==> src/rtl/dma_swhs_pkg.sv <==
package dma_swhs_pkg;

   localparam int unsigned FLD_REQ = 0;
   localparam int unsigned FLD_SGL = 1;
   localparam int unsigned FLD_LST = 2;
   localparam int unsigned NUM_FLD = 3;
   localparam int unsigned USED_W  = 2 * NUM_FLD;

   // each field: value at even bit, its write enable right above it
   function automatic int unsigned val_bit(input int unsigned fld);
      return 2 * fld;
   endfunction

   function automatic int unsigned we_bit(input int unsigned fld);
      return 2 * fld + 1;
   endfunction

   typedef enum logic [1:0] {
      KIND_BURST       = 2'd0,
      KIND_SINGLE      = 2'd1,
      KIND_LAST_BURST  = 2'd2,
      KIND_LAST_SINGLE = 2'd3
   } req_kind_e;

   localparam int unsigned NUM_KIND = 4;

endpackage

==> src/rtl/swhs_sticky_bit.sv <==
module swhs_sticky_bit (
   input  logic clk,
   input  logic rst_n,
   input  logic set_i,
   input  logic clr_i,
   output logic q_o
);

   always_ff @(posedge clk or negedge rst_n) begin
      if (!rst_n)     q_o <= 1'b0;
      else if (clr_i) q_o <= 1'b0;
      else if (set_i) q_o <= 1'b1;
   end

   p_clear_wins_r6: assert property (@(posedge clk) disable iff (!rst_n)
      clr_i |=> !q_o);

   p_set_only_r4: assert property (@(posedge clk) disable iff (!rst_n)
      (q_o && !clr_i) |=> q_o);

   p_idle_holds_r2: assert property (@(posedge clk) disable iff (!rst_n)
      (!set_i && !clr_i) |=> $stable(q_o));

endmodule

==> src/rtl/swhs_req_decode.sv <==
module swhs_req_decode
   import dma_swhs_pkg::*;
#(
   parameter bit OUT_REG = 1'b0
) (
   input  logic                clk,
   input  logic                rst_n,
   input  logic [NUM_FLD-1:0]  bits_i,
   input  logic                swhs_en_i,
   input  logic                dst_fc_i,
   output logic [NUM_KIND-1:0] kind_o
);

   logic [NUM_KIND-1:0] kind_c;
   logic                last_ok;

   always_comb begin
      kind_c  = '0;
      last_ok = bits_i[FLD_REQ] && bits_i[FLD_LST] && dst_fc_i;
      if (swhs_en_i) begin
         if (last_ok) begin
            if (bits_i[FLD_SGL]) kind_c[KIND_LAST_SINGLE] = 1'b1;
            else                 kind_c[KIND_LAST_BURST]  = 1'b1;
         end else if (bits_i[FLD_SGL]) begin
            kind_c[KIND_SINGLE] = 1'b1;
         end else if (bits_i[FLD_REQ]) begin
            kind_c[KIND_BURST] = 1'b1;
         end
      end
   end

   generate
      if (OUT_REG) begin : g_reg
         always_ff @(posedge clk or negedge rst_n) begin
            if (!rst_n) kind_o <= '0;
            else        kind_o <= kind_c;
         end
         p_gated_off_r9: assert property (@(posedge clk) disable iff (!rst_n)
            !swhs_en_i |=> (kind_o == '0));
      end else begin : g_comb
         assign kind_o = kind_c;
         p_gated_off_r9: assert property (@(posedge clk) disable iff (!rst_n)
            !swhs_en_i |-> (kind_o == '0));
      end
   endgenerate

   p_onehot_r10: assert property (@(posedge clk) disable iff (!rst_n)
      $onehot0(kind_o));

endmodule

==> src/rtl/swhs_rd_mux.sv <==
module swhs_rd_mux
   import dma_swhs_pkg::*;
#(
   parameter int unsigned DATA_W = 64
) (
   input  logic               sel_i,
   input  logic [NUM_FLD-1:0] bits_i,
   output logic [DATA_W-1:0]  rdata_o
);

   always_comb begin
      rdata_o = '0;
      if (sel_i) begin
         for (int f = 0; f < NUM_FLD; f++) begin
            rdata_o[val_bit(f)] = bits_i[f];
         end
      end
   end

endmodule

==> src/rtl/dma_swhs_dst_req.sv <==
module dma_swhs_dst_req
   import dma_swhs_pkg::*;
#(
   parameter int unsigned DATA_W   = 64,
   parameter int unsigned ADDR_W   = 8,
   parameter int unsigned REG_ADDR = 'h40,
   parameter bit          OUT_REG  = 1'b0
) (
   input  logic              clk,
   input  logic              rst_n,
   input  logic              reg_wr,
   input  logic              reg_rd,
   input  logic [ADDR_W-1:0] reg_addr,
   input  logic [DATA_W-1:0] reg_wdata,
   output logic [DATA_W-1:0] reg_rdata,
   input  logic              chan_en,
   input  logic              swhs_en,
   input  logic              dst_flow_ctl,
   input  logic              ack_seen,
   output logic              req_burst,
   output logic              req_single,
   output logic              req_last_burst,
   output logic              req_last_single
);

   localparam logic [ADDR_W-1:0] ADDR_HIT = ADDR_W'(REG_ADDR);

   generate
      if (DATA_W < USED_W) begin : g_bad_width
         $error("dma_swhs_dst_req: DATA_W too small for the field layout");
      end
      if (ADDR_W < 1 || ADDR_W > 31) begin : g_bad_addr_w
         $error("dma_swhs_dst_req: ADDR_W out of range");
      end else if (REG_ADDR >= (1 << ADDR_W)) begin : g_bad_addr
         $error("dma_swhs_dst_req: REG_ADDR does not fit in ADDR_W");
      end
   endgenerate

   logic               addr_hit;
   logic               wr_ok;
   logic               rd_sel;
   logic [NUM_FLD-1:0] held;
   logic [NUM_FLD-1:0] set_fld;
   logic [NUM_KIND-1:0] kind;
   logic               unused_wdata;

   assign addr_hit = (reg_addr == ADDR_HIT);
   assign wr_ok    = reg_wr && addr_hit && chan_en;
   assign rd_sel   = reg_rd && addr_hit;

   generate
      if (DATA_W > USED_W) begin : g_rsvd
         assign unused_wdata = ^reg_wdata[DATA_W-1:USED_W];
      end else begin : g_norsvd
         assign unused_wdata = 1'b0;
      end

      for (genvar f = 0; f < NUM_FLD; f++) begin : g_fld
         localparam int unsigned VB = val_bit(f);
         localparam int unsigned WB = we_bit(f);
         assign set_fld[f] = wr_ok && reg_wdata[WB] && reg_wdata[VB];
         swhs_sticky_bit i_bit (
            .clk   (clk),
            .rst_n (rst_n),
            .set_i (set_fld[f]),
            .clr_i (ack_seen),
            .q_o   (held[f])
         );
      end
   endgenerate

   swhs_req_decode #(.OUT_REG(OUT_REG)) i_decode (
      .clk       (clk),
      .rst_n     (rst_n),
      .bits_i    (held),
      .swhs_en_i (swhs_en),
      .dst_fc_i  (dst_flow_ctl),
      .kind_o    (kind)
   );

   swhs_rd_mux #(.DATA_W(DATA_W)) i_rdmux (
      .sel_i   (rd_sel),
      .bits_i  (held),
      .rdata_o (reg_rdata)
   );

   assign req_burst       = kind[KIND_BURST];
   assign req_single      = kind[KIND_SINGLE];
   assign req_last_burst  = kind[KIND_LAST_BURST];
   assign req_last_single = kind[KIND_LAST_SINGLE];

   p_disabled_write_r3: assert property (@(posedge clk) disable iff (!rst_n)
      (!chan_en && !ack_seen) |=> $stable(held));

   p_ack_clears_r6: assert property (@(posedge clk) disable iff (!rst_n)
      ack_seen |=> (held == '0));

   p_readback_r5: assert property (@(posedge clk) disable iff (!rst_n)
      rd_sel |-> (reg_rdata[0] == held[FLD_REQ] && reg_rdata[2] == held[FLD_SGL]
                  && reg_rdata[4] == held[FLD_LST]
                  && $countones(reg_rdata) == $countones(held)));

   p_other_addr_r11: assert property (@(posedge clk) disable iff (!rst_n)
      (!addr_hit && !ack_seen) |=> $stable(held));

endmodule

==> config.mk <==
export PLATFORM = sky130hd
export DESIGN_NAME = dma_swhs_dst_req
export DESIGN_NICKNAME = d
export VERILOG_FILES = /design/src/rtl/dma_swhs_pkg.sv /design/src/rtl/swhs_sticky_bit.sv /design/src/rtl/swhs_req_decode.sv /design/src/rtl/swhs_rd_mux.sv /design/src/rtl/dma_swhs_dst_req.sv
export SDC_FILE = /design/constraint.sdc
export NUM_CORES = 1
export LEC_CHECK = 0
export BUFFER_PORTS_ARGS = -buffer_cell sky130_fd_sc_hd__buf_2
export CAP_MARGIN = 15
export CORE_ASPECT_RATIO = 0.5
export CORE_MARGIN = 2
export CORE_UTILIZATION = 26
export DETAILED_ROUTE_END_ITERATION = 8
export PLACE_DENSITY = 0.95
export SETUP_SLACK_MARGIN = 0.5
export SYNTH_ARGS = -nofsm -noshare
export SYNTH_HDL_FRONTEND = slang
export SYNTH_HIERARCHICAL = 1
export SYNTH_SLANG_ARGS = --single-unit
==> constraint.sdc <==
create_clock -name clk -period 1.9 [get_ports clk]
set_input_delay 0.285 -clock clk [delete_from_list [all_inputs] [get_ports clk]]
set_output_delay 0.285 -clock clk [all_outputs]
set_load 0.005 [all_outputs]
==> impl_metrics.csv <==
group,metric,value,unit
grt,grt_max_degree,6,
grt,globalRouteMet2Util,12.6,%
final_layout,area_growth,7.11,%
critical_path,r2r_setup_slack,1.20,ns
grt,grtUsageMet1,4.61,%
drt,vias,495,
place,dpl_cell_area,676,sq um
sta,finalCritPeriodShare,88.3,%
logic_synthesis,synth_area,722,sq um
place,routabilityCongestion,0.592,
power,p_leak,0.481,nW
sta,setup_tns,0,ns
clock_network,clk-insertion-delay-late,0.21,ns
sta,fmax,0.596,GHz
hold_path,hp-class,"input port to register",
hold_path,worstHoldStart,"ack_seen",
clock_network,cts_made_buffers,3,
drt,routed_via_density,3.11,
critical_path,cp-start-kind,"input port",
logic_synthesis,synth_cells,88,
logic_synthesis,syn_avg_cell_area,8.20,sq um
critical_path,cp.arrival,1.39,ns
logic_synthesis,async_flop_share,100,%
clock_network,cts_tree,"yes",
drt,wl_per_cell,7.06,um
grt,antenna_found_initial,0,
critical_path,cp_max_fo,3,
final_layout,final_cells,159,
final_layout,insertedDiodeCount,0,
job,cap_violations,0,
logic_synthesis,yosysTopAreaCellShare,63.4,%
floorplanning,die_h,41.3,um
logic_synthesis,synth_top_area_cell,"buf_4",
floorplanning,dieWidth,78.5,um
grt,grt_usage,6.03,%
run_status,status,"complete, no violations",
final_layout,max_flop_register,"g_fld.i_bit/q_o",
sta,rsz0062_at_grt,"yes",
power,ir_worst_vdd,0.152,mV
grt,top_usage_layer,"met2",
critical_path,rr_startpoint,"g_fld[1].i_bit/q_o",
critical_path,endpoint_kind,"output port",
grt,grt_pass1_wl,1390,um
hold_path,hold_depth,2,
critical_path,path_class,"input port to output port",
logic_synthesis,yosysMostFrequentCell,"buf_4",
final_layout,final_core_util,29.5,%
logic_synthesis,synth-seq-cells,3,
clock_network,max-clock-path-buffers,2,
sta,report.final.setup_viol,0,
drt,firstDrtPassIters,2,
floorplanning,core.rowCount,13,
critical_path,reg2reg_depth,1,
sta,skew,0,ns
critical_path,critPathRequiredTime,1.62,ns
sta,hold_viol,0,
sta,drv_slew,0,
logic_synthesis,yosysSeqAreaShare,10.4,%
floorplanning,coreArea,0.00262,sq mm
logic_synthesis,synth.distinct_cells,17,
hold_path,min_to,"g_fld[0].i_bit/q_o",
sta,fin_crit,1.68,ns
drt,ant_nets,0,
floorplanning,io_pins,148,
clock_network,clk_pin_slew_worst_paths,0.03,ns
final_layout,largestRegisters,"g_fld.i_bit/q_o: 3 flops",
floorplanning,die-area,0.00324,sq mm
final_layout,finalNetCount,203,
logic_synthesis,synth_common_cells,"61 x buf_4, 4 x nor3_2",
place,port_buffers,28,
final_layout,drive_gt1_share,34.4,%
critical_path,worstReg2RegEnd,"g_fld[1].i_bit/q_o",
floorplanning,initial_core_util,27.6,%
clock_network,htree_levels,1,
logic_synthesis,synth_edf_count,0,
place,dp_cells,152,
logic_synthesis,yosys_warnings,6,
drt,drt_iter0_markers,2,
power,p_per_area,408,mW/mm^2
logic_synthesis,ys.flop_type,"dfrtp_1",
grt,overflow,0,
drt,drc_errors,0,
grt,met3_usage,1.98,%
clock_network,cts_sinks,3,
place,dp_hpwl,1010,um
final_layout,n_fill_cell,287,
grt,grt_pass1_vias,363,
clock_network,cts_root_buffer,"clkbuf_8",
logic_synthesis,synthTopCellsByArea,"buf_4 63%, dfrtp_1 10%, nor3_2 5.5%, o21ba_1 4.2%, and2_1 2.6%",
drt,wirelength,1120,um
final_layout,largest_register_ffs,3,
final_layout,final_area,773,sq um
==> how the worst max path moves through the flow <==
stage,startpoint,to,cells past startpoint
after global routing,reg_addr[7],reg_rdata[0],5
after floorplan,reg_addr[7],reg_rdata[4],3
after detailed placement,reg_addr[7],reg_rdata[2],5
final,reg_addr[7],reg_rdata[4],5
after CTS,reg_addr[4],reg_rdata[4],5
after global placement,reg_addr[7],reg_rdata[2],5
==> power by group <==
part           switching [W]  total [W]  internal [W]
combinational      0.0000426  0.0000669     0.0000243
sequential      0.0000000268  0.0000644     0.0000644
clock              0.0000409   0.000184      0.000143
==> worst max-delay path: stages <==
cell,delay [ns]
buf_6,0.09
or4b_4,0.56
nor3_4,0.20
and2_4,0.17
buf_6,0.09
==> routing by layer <==
metal  vias to the layer above  part of all wire, %
li1                        228                    -
met4                         0                  3.0
met1                       222                   25
met2                        41                   60
met5                         -                    0
met3                         4                   12
==> placed cells by master, fill, tap and decap left out, drive strengths merged, types with 3 or more instances in the layout <==
cell type	synthesis	routed
clkbuf	0	4
o21ba	3	3
buf	61	30
nor3	4	4
dfrtp	3	3
nand4	3	3
and2	3	3
conb	1	61
==> through the flow <==
| step | setup WS, ns | hold slack (ns) | total power (W) |
|---|---|---|---|
| 6_report | 0.223 | 0.339 | 0.000315 |
| 5_1_grt | 0.169 | 0.348 | 0.000337 |
| 4_1_cts | 0.234 | 0.339 | 0.000316 |
| 3_5_place_dp | 0.153 | 0.0831 | 0.000123 |
| 3_3_place_gp | 0.202 | 0.0775 | 0.000121 |
| 2_1_floorplan | 0.435 | -0.0106 | 0.000189 |
==> cell families (layout without fill, tap and decap cells) <==
kind of cell	Yosys count	count (layout)	synth area share, %
flops	3	3	10.4
other cells	1	61	0.519
simple gates	18	18	20.3
buf+inv	62	36	64.0
compound gates	4	4	4.85
==> layout make-up <==
type / instances / area [sq um] / area share (%)
repair buffers: 31 / 184 / 23.8
flip-flops and latches: 3 / 75.1 / 9.71
inverters: 1 / 3.75 / 0.485
well taps: 37 / 46.3 / 5.99
clock buffers: 4 / 45.0 / 5.83
multi-input cells: 83 / 419 / 54.2
==> repair_timing <==
action / CTS / global route
resized for setup: 2 / 3
buffers inserted: 2 / 0
pin swaps: 5 / 4
hold buffers: 1 / 0
hold endpoints to repair: 3 / 0
endpoints found under the setup margin: 3 / 3
(Power assumes the default switching activity.)
